File: src/rtl/cl_pkg.sv
package cl_pkg;

   localparam int unsigned TX_BITS   = 28;
   localparam int unsigned BYTE_W    = 8;
   localparam int unsigned TX_EXPEN  = 23;
   localparam int unsigned TX_LVAL   = 24;
   localparam int unsigned TX_FVAL   = 25;
   localparam int unsigned TX_DVAL   = 26;

   typedef struct packed {
      logic [BYTE_W-1:0] c;
      logic [BYTE_W-1:0] b;
      logic [BYTE_W-1:0] a;
   } cl_ports_t;

   typedef struct packed {
      logic fval;
      logic lval;
      logic dval;
      logic expen;
   } cl_flags_t;

   // Transmitter position of byte A bit i
   function automatic int unsigned pos_a(input int unsigned i);
      case (i)
         0, 1, 2, 3, 4: pos_a = i;
         5:             pos_a = 6;
         6:             pos_a = 27;
         default:       pos_a = 5;
      endcase
   endfunction

   // Transmitter position of byte B bit i
   function automatic int unsigned pos_b(input int unsigned i);
      case (i)
         0, 1, 2: pos_b = 7 + i;
         3, 4, 5: pos_b = 9 + i;
         6:       pos_b = 10;
         default: pos_b = 11;
      endcase
   endfunction

   // Transmitter position of byte C bit i
   function automatic int unsigned pos_c(input int unsigned i);
      case (i)
         0:             pos_c = 15;
         1, 2, 3, 4, 5: pos_c = 17 + i;
         6:             pos_c = 16;
         default:       pos_c = 17;
      endcase
   endfunction

endpackage

File: src/rtl/cl_phase_gen.sv
module cl_phase_gen #(
   parameter int unsigned PHASES = 7,
   localparam int unsigned PH_W  = (PHASES > 1) ? $clog2(PHASES) : 1
) (
   input  logic            clk,
   input  logic            rst_n,
   output logic [PH_W-1:0] phase,
   output logic            load
);

   localparam logic [PH_W-1:0] LAST = PH_W'(PHASES - 1);

   generate
      if (PHASES < 2) begin : g_bad
         $error("cl_phase_gen: PHASES must be at least 2");
      end
   endgenerate

   always_ff @(posedge clk or negedge rst_n) begin
      if (!rst_n) begin
         phase <= '0;
      end else if (phase == LAST) begin
         phase <= '0;
      end else begin
         phase <= phase + 1'b1;
      end
   end

   assign load = (phase == '0);

endmodule

File: src/rtl/cl_port_mapper.sv
module cl_port_mapper
   import cl_pkg::*;
#(
   parameter int unsigned PIX_W = 10,
   localparam int unsigned HI_W = PIX_W - BYTE_W
) (
   input  logic [PIX_W-1:0] pix,
   input  logic             wide,
   output cl_ports_t        ports
);

   generate
      if (PIX_W <= BYTE_W || PIX_W > 2 * BYTE_W) begin : g_bad
         $error("cl_port_mapper: PIX_W must lie between 9 and 16");
      end
   endgenerate

   logic [BYTE_W-1:0] a_wide;
   logic [BYTE_W-1:0] a_narrow;
   logic [BYTE_W-1:0] b_wide;

   // wide packing: low byte to A, remaining upper bits to B from bit 0
   assign a_wide = pix[BYTE_W-1:0];

   genvar gi;
   generate
      for (gi = 0; gi < BYTE_W; gi++) begin : g_b
         if (gi < HI_W) begin : g_used
            assign b_wide[gi] = pix[BYTE_W + gi];
         end else begin : g_zero
            assign b_wide[gi] = 1'b0;
         end
      end
   endgenerate

   // narrow packing: most significant byte to A
   assign a_narrow = pix[PIX_W-1 -: BYTE_W];

   always_comb begin
      ports   = '0;
      ports.a = wide ? a_wide : a_narrow;
      ports.b = wide ? b_wide : '0;
      ports.c = '0;
   end

endmodule

File: src/rtl/cl_bit_router.sv
module cl_bit_router
   import cl_pkg::*;
(
   input  cl_ports_t            ports,
   input  cl_flags_t            flags,
   output logic [TX_BITS-1:0]   tx
);

   logic [TX_BITS-1:0] from_a;
   logic [TX_BITS-1:0] from_b;
   logic [TX_BITS-1:0] from_c;
   logic [TX_BITS-1:0] from_f;

   genvar gi;
   generate
      for (gi = 0; gi < BYTE_W; gi++) begin : g_bit
         assign from_a[pos_a(gi)] = ports.a[gi];
         assign from_b[pos_b(gi)] = ports.b[gi];
         assign from_c[pos_c(gi)] = ports.c[gi];
      end
   endgenerate

   // each byte covers only its own positions, the rest are zero
   generate
      for (gi = 0; gi < TX_BITS; gi++) begin : g_fill
         if (!((gi <= 6) || (gi == 27))) begin : g_a0
            assign from_a[gi] = 1'b0;
         end
         if (!(gi >= 7 && gi <= 14)) begin : g_b0
            assign from_b[gi] = 1'b0;
         end
         if (!(gi >= 15 && gi <= 22)) begin : g_c0
            assign from_c[gi] = 1'b0;
         end
      end
   endgenerate

   always_comb begin
      from_f           = '0;
      from_f[TX_EXPEN] = flags.expen;
      from_f[TX_LVAL]  = flags.lval;
      from_f[TX_FVAL]  = flags.fval;
      from_f[TX_DVAL]  = flags.dval;
   end

   assign tx = from_a | from_b | from_c | from_f;

endmodule

File: src/rtl/cl_lane_serializer.sv
module cl_lane_serializer #(
   parameter int unsigned WIDTH = 7
) (
   input  logic             clk,
   input  logic             rst_n,
   input  logic             load,
   input  logic [WIDTH-1:0] par,
   output logic             ser
);

   generate
      if (WIDTH < 2) begin : g_bad
         $error("cl_lane_serializer: WIDTH must be at least 2");
      end
   endgenerate

   logic [WIDTH-1:0] shreg;

   always_ff @(posedge clk or negedge rst_n) begin
      if (!rst_n) begin
         shreg <= '0;
      end else if (load) begin
         shreg <= par;
      end else begin
         shreg <= {shreg[WIDTH-2:0], 1'b0};
      end
   end

   assign ser = shreg[WIDTH-1];

endmodule

File: src/rtl/cl_base_packer.sv
module cl_base_packer
   import cl_pkg::*;
#(
   parameter int unsigned PIX_W      = 10,
   parameter int unsigned LANES      = 4,
   parameter int unsigned LANE_BITS  = 7,
   parameter logic [6:0]  CLK_PAT    = 7'b1100011,
   localparam int unsigned PH_W      = $clog2(LANE_BITS)
) (
   input  logic             ser_clk,
   input  logic             rst_n,
   input  logic [PIX_W-1:0] pix_data,
   input  logic             fval,
   input  logic             lval,
   input  logic             dval,
   input  logic             expen,
   input  logic             mode_10b,
   output logic [LANES-1:0] lane_dat,
   output logic             lane_clk
);

   generate
      if (LANES * LANE_BITS != TX_BITS) begin : g_bad_geom
         $error("cl_base_packer: LANES*LANE_BITS must equal 28");
      end
      if (LANE_BITS != 7) begin : g_bad_pat
         $error("cl_base_packer: clock pattern is 7 bits wide");
      end
   endgenerate

   logic [PH_W-1:0]    phase;
   logic               load;
   logic               mode_q;
   logic               mode_eff;
   cl_ports_t          ports;
   cl_flags_t          flags;
   logic [TX_BITS-1:0] tx;

   cl_phase_gen #(.PHASES(LANE_BITS)) u_phase (
      .clk   (ser_clk),
      .rst_n (rst_n),
      .phase (phase),
      .load  (load)
   );

   // packing mode only follows the input outside a frame
   assign mode_eff = fval ? mode_q : mode_10b;

   always_ff @(posedge ser_clk or negedge rst_n) begin
      if (!rst_n) begin
         mode_q <= 1'b1;
      end else if (load && !fval) begin
         mode_q <= mode_10b;
      end
   end

   cl_port_mapper #(.PIX_W(PIX_W)) u_map (
      .pix   (pix_data),
      .wide  (mode_eff),
      .ports (ports)
   );

   always_comb begin
      flags.fval  = fval;
      flags.lval  = lval;
      flags.dval  = dval;
      flags.expen = expen;
   end

   cl_bit_router u_route (
      .ports (ports),
      .flags (flags),
      .tx    (tx)
   );

   genvar gl;
   generate
      for (gl = 0; gl < LANES; gl++) begin : g_lane
         cl_lane_serializer #(.WIDTH(LANE_BITS)) u_ser (
            .clk   (ser_clk),
            .rst_n (rst_n),
            .load  (load),
            .par   (tx[gl*LANE_BITS +: LANE_BITS]),
            .ser   (lane_dat[gl])
         );
      end
   endgenerate

   cl_lane_serializer #(.WIDTH(LANE_BITS)) u_clk_ser (
      .clk   (ser_clk),
      .rst_n (rst_n),
      .load  (load),
      .par   (CLK_PAT[LANE_BITS-1:0]),
      .ser   (lane_clk)
   );

endmodule

File: config.mk
export PLATFORM = sky130hd
export DESIGN_NAME = cl_base_packer
export DESIGN_NICKNAME = d
export VERILOG_FILES = /design/src/rtl/cl_pkg.sv /design/src/rtl/cl_phase_gen.sv /design/src/rtl/cl_port_mapper.sv /design/src/rtl/cl_bit_router.sv /design/src/rtl/cl_lane_serializer.sv /design/src/rtl/cl_base_packer.sv
export SDC_FILE = /design/constraint.sdc
export NUM_CORES = 1
export LEC_CHECK = 0
export ABC_AREA = 1
export BUFFER_PORTS_ARGS = -buffer_cell sky130_fd_sc_hd__buf_4
export CORE_UTILIZATION = 53
export DETAILED_ROUTE_END_ITERATION = 10
export PLACE_DENSITY = 0.8
export SLEW_MARGIN = 20
export SYNTH_ARGS = -nofsm -noshare
export SYNTH_HDL_FRONTEND = slang
export SYNTH_SLANG_ARGS = --single-unit
File: constraint.sdc
create_clock -name ser_clk -period 1.46 [get_ports ser_clk]
set_input_delay 0.073 -clock ser_clk [delete_from_list [all_inputs] [get_ports ser_clk]]
set_output_delay 0.073 -clock ser_clk [all_outputs]
set_load 0.01 [all_outputs]
Word level (Yosys, flattened, before mapping)
Cells that the tools add are included.

storage, ports and cells
  register bits = 39
  input port bits = 17
  output and inout port bits = 5
  word-level logic and storage cells = 23

operators by class
  add/subtract/negate cells = 1
  eq/ne operators = 1
  mux-type cells = 9
  bitwise gates (word level) = 2
  reduce and logical (&&, ||, !) cells = 3

operator list
  kind                                         number
  two-way mux 7 bit                            5
  bitwise OR 28 x 27 -> 28 bit                 1
  bitwise OR 28 x 9 -> 28 bit                  1
  two-way mux 8 bit                            1
  adder 3 x 1 -> 3 bit, second input constant  1
  == test 3 bit, second input constant         1
  zero test 3 bit                              1
  two-way mux 3 bit                            1
  two-way mux 2 bit                            1
  logical AND 1 bit                            1
  zero test 1 bit                              1
  two-way mux 1 bit                            1

Longest topological paths before layout
  word-level depth = 5
  gate-level depth with buffers = 6
  depth with buffers taken out = 5

Hierarchy
Synthesis repeated with hierarchy kept, for this count alone.

unflattened totals
  cells, all modules = 244
  area, all modules = 1924.3 µm²

modules (own cells, without submodules)
  module              instances  cells each  area each (µm²)  sequential area each (µm²)
  cl_lane_serializer  5          29          259.0            175.2
  cl_port_mapper      1          45          225.2            0.0
  cl_bit_router       1          28          210.2            0.0
  cl_phase_gen        1          15          126.4            75.1
  cl_base_packer      1          11          67.6             26.3

Worst setup path after synthesis
OpenSTA, ideal clock, no wires.

  path type = register to register
  start point = reg mode_q
  end point = reg g_lane[0].u_ser.shreg[1]
  library setup time = 117 ps
  arrival = 888 ps
  required time = 1343 ps
  slack = 455 ps
  stages on the path, launching flop included = 6
  buffers on the path = 0
  clock period less this slack = 1005 ps
  cells stage by stage = dfstp_2 -> inv_1 -> nand2_1 -> nand3_1 -> nand3_1 -> nand2_1

between the ends
  cells in the longest elaborated chain, start to end = 5

RTL lines
  item                          RTL line                  source
  start, declared               cl_base_packer.sv:33      logic mode_q;
  start signal, assigned        cl_base_packer.sv:53      mode_q <= mode_10b;
  two-way mux 1 bit             cl_base_packer.sv:47      assign mode_eff = fval ? mode_q : mode_10b;
  two-way mux 8 bit             cl_port_mapper.sv:41      ports.a = wide ? a_wide : a_narrow;
  bitwise OR 28 x 9 -> 28 bit   cl_bit_router.sv:46       assign tx = from_a | from_b | from_c | from_f;
  bitwise OR 28 x 27 -> 28 bit  cl_bit_router.sv:46
  two-way mux 7 bit             cl_lane_serializer.sv:22  end else if (load) begin
  end signal, assigned          cl_lane_serializer.sv:23  shreg <= par;
  end signal, assigned          cl_lane_serializer.sv:25  shreg <= {shreg[WIDTH-2:0], 1'b0};
  end, declared                 cl_lane_serializer.sv:17  logic [WIDTH-1:0] shreg;

No other way between the ends.
A chain may end at the register's enable or synchronous reset.

Worst setup path in the final report
  start point = reg u_phase.phase[1]
  end point = reg g_lane[0].u_ser.shreg[1]

between the ends
  cells in the longest elaborated chain, start to end = 2

RTL lines
  item                    RTL line                  source
  start, declared         cl_phase_gen.sv:7         output logic [PH_W-1:0] phase,
  start signal, assigned  cl_phase_gen.sv:25        phase <= phase + 1'b1;
  zero test 3 bit         cl_phase_gen.sv:29        assign load = (phase == '0);
  two-way mux 7 bit       cl_lane_serializer.sv:22

No other way between the ends.

==> metrics <==
Die H=51 um; DP HPWL=1400 um; setup total negative slack=0 ns; via count=995; GPL Wtd Cong=0.850; CP max FO=23; ant diodes=0; FF-to-FF End=g_lane[0].u_ser.shreg[1]; Tot GR Track Use=20.7%; TritonCTS buffer count=5; largest net degree at the start of global routing=31; clock skew=0.00671 ns; fin area=1550 um^2; WL final=2190 um; Reg2Reg Depth=5; post-DR vias/cell=5.00; Tcrit/Tclk final=82.5%; H-Tree Depth=2; global-route met1 utilization=23.0%; number of distinct library cells after synthesis=17; Hold Path Depth=3; core footprint=2230 um^2; max cap viols=0; min cycle time layout=1.20 ns; DIE WIDTH=51 um; critical path type=register to register; CP startpoint kind=register; Multi-input gate area=368 um^2; area grow syn2layout=21.9%; CP required=1.73 ns; Post-Syn Area per Cell=9.02 um^2; Clock transition at path regs=0.09 ns; Mapped Cells=141; TritonRoute pass-1 iters=4; CTS-repair resized insts=0; Post-DP Area=1400 um^2; Placed Cells=182; wire length of the first global-routing pass=3730 um; DRC Markers=0; fill cell count=185; Max Freq=830 MHz; WP data arrival=1.48 ns; Max Slew Vio Count=0; Worst-Skew Late Latency=0.33 ns; Die Area=2600 um^2; global routing usage on met3=9.52%; CP Capture Type=register; Syn Nets=158; initial antenna violation count=0; vias in the first global route=886; starting density of the core=57.0%; reg2reg setup slack=0.26 ns; pwr/cell area=981 nW/um^2; peak supply drop=0.000654 V; Lkg Pwr=0.839 nW; register area=752 um^2; drt wl/cell=11.0 um; Final #Nets=187; final cell count without fillers=199; # port buffers=20; met2 usage=33.1%; Routed Antenna Nets=0; Final Power=1.52 mW; sequential element share of the synthesized area=59.1%; number of placement rows=17; Setup-failing EPs final=0; TritonCTS clock tree=done; worst reg2reg path startpoint=u_phase.phase[1]; Hold Path Class=primary input to register; Post-Syn Area=1270 um^2; synthesized flop and latch total=30; hold path startpoint=pix_data[2]; RSZ-0062 raised after global routing=no; CTS Sinks=30; grt peak-use layer=met2; I/O pin count=22; Overflow after GRT=0; status=completed; clk buf depth=2; Syn. warnings=0; layout cells sized above 1=19.9%; final hold vios=0; Root Buffer=clkbuf_4; Worst Hold Endpoint=g_lane[0].u_ser.shreg[0]; DRT iter0 DRCs=24
-- synth_stat cells --
| library cell | instances | area share (%) |
|---|---|---|
| or2_1 | 3 | 1.5 |
| nor2_1 | 13 | 3.8 |
| nand2_1 | 30 | 8.8 |
| o21ai_0 | 1 | 0.39 |
| inv_1 | 23 | 6.8 |
| xnor2_1 | 1 | 0.69 |
| inv_4 | 1 | 0.49 |
| nand2_2 | 2 | 0.98 |
| dfrtp_1 | 29 | 57 |
| nand3_1 | 23 | 9.0 |
| nor2_4 | 1 | 0.88 |
| buf_4 | 5 | 3.0 |
| nand2_4 | 1 | 0.88 |
| dfstp_2 | 1 | 2.1 |
| a21oi_1 | 4 | 1.6 |
| conb_1 | 1 | 0.29 |
| buf_6 | 2 | 1.8 |
-- flip-flops by register name, summed over array words and instances, names as in the netlist --
register / cells
g_lane.u_ser.shreg: 19
u_clk_ser.shreg: 7
u_phase.phase: 3
mode_q: 1
-- how the worst max path moves through the flow --
stage	startpoint	to	slack (ns)	depth (start not counted)
after global placement	u_phase.phase[1]	g_lane[0].u_ser.shreg[6]	0.34	5
after global routing	u_phase.phase[1]	g_lane[0].u_ser.shreg[1]	0.16	5
after CTS	u_phase.phase[1]	g_lane[0].u_ser.shreg[1]	0.27	5
after detailed placement	u_phase.phase[1]	g_lane[0].u_ser.shreg[1]	0.29	5
after floorplan	mode_q	g_lane[0].u_ser.shreg[1]	0.45	5
final	u_phase.phase[1]	g_lane[0].u_ser.shreg[1]	0.26	5
-- power breakdown --
group	internal [mW]	switching (mW)	leakage, nW	total, mW
Sequential	0.843	0.00326	0.414	0.846
Clock	0.231	0.283	0.0343	0.515
Combinational	0.0777	0.0833	0.391	0.161
-- worst max-delay path, stage by stage (launching register included) --
cell and delay, ns:
dfrtp_1 0.45, nor2_4 0.15, nand2_4 0.15, inv_4 0.22, nand3_1 0.12, nand2_1 0.06
-- repair_timing --
action	CTS	global route
buffers inserted	0	0
hold endpoints to repair	37	0
hold buffers	9	0
setup endpoints to repair	0	0
-- stage by stage --
stage,hold slack (ns),setup WS [ns],utilization (%)
6_report,0.0351,0.255,69.5
5_1_grt,0.0149,0.159,69.5
3_3_place_gp,0.00841,0.335,62.6
2_1_floorplan,-0.223,0.455,-
3_5_place_dp,0.0148,0.291,62.6
4_1_cts,0.0276,0.271,69.5
-- routing by layer --
layer | up-vias | part of all wire (%)
met3 | 9 | 7.0
met1 | 460 | 43
li1 | 479 | -
met4 | 0 | 2.2
met2 | 47 | 48
met5 | - | 0
-- final cells by class --
cell class,count,area share [%]
clock buffers,6,3.31
clock inverters,2,0.806
inverters,24,5.97
multi-input cells,80,23.7
flip-flops and latches,30,48.5
well taps,28,2.26
repair buffers,29,15.5
-- cell families (layout without fill, tap and decap cells) --
family	Yosys count	after routing	share of synthesized area [%]
and+or+nand+nor	73	73	26.0
buffers and inverters	31	61	12.0
DFF	30	30	59.1
AOI/OAI and AO/OA	5	5	1.97
other	1	1	0.295
xor gates and xnor gates	1	1	0.688
-- layout by cell type (no fill, tap or decap), drive strengths merged --
| cell | n |
|---|---|
| nand2 | 33 |
| dfrtp | 29 |
| inv | 24 |
| nand3 | 23 |
| buf | 20 |
| nor2 | 14 |
| dlygate4sd3 | 9 |
| clkbuf | 6 |
| a21oi | 4 |
| or2 | 3 |
| xnor2 | 1 |
| o21ai | 1 |
| conb | 1 |
| clkinvlp | 1 |
| clkinv | 1 |
| dfstp | 1 |
Power figures use the tool's default switching activity.
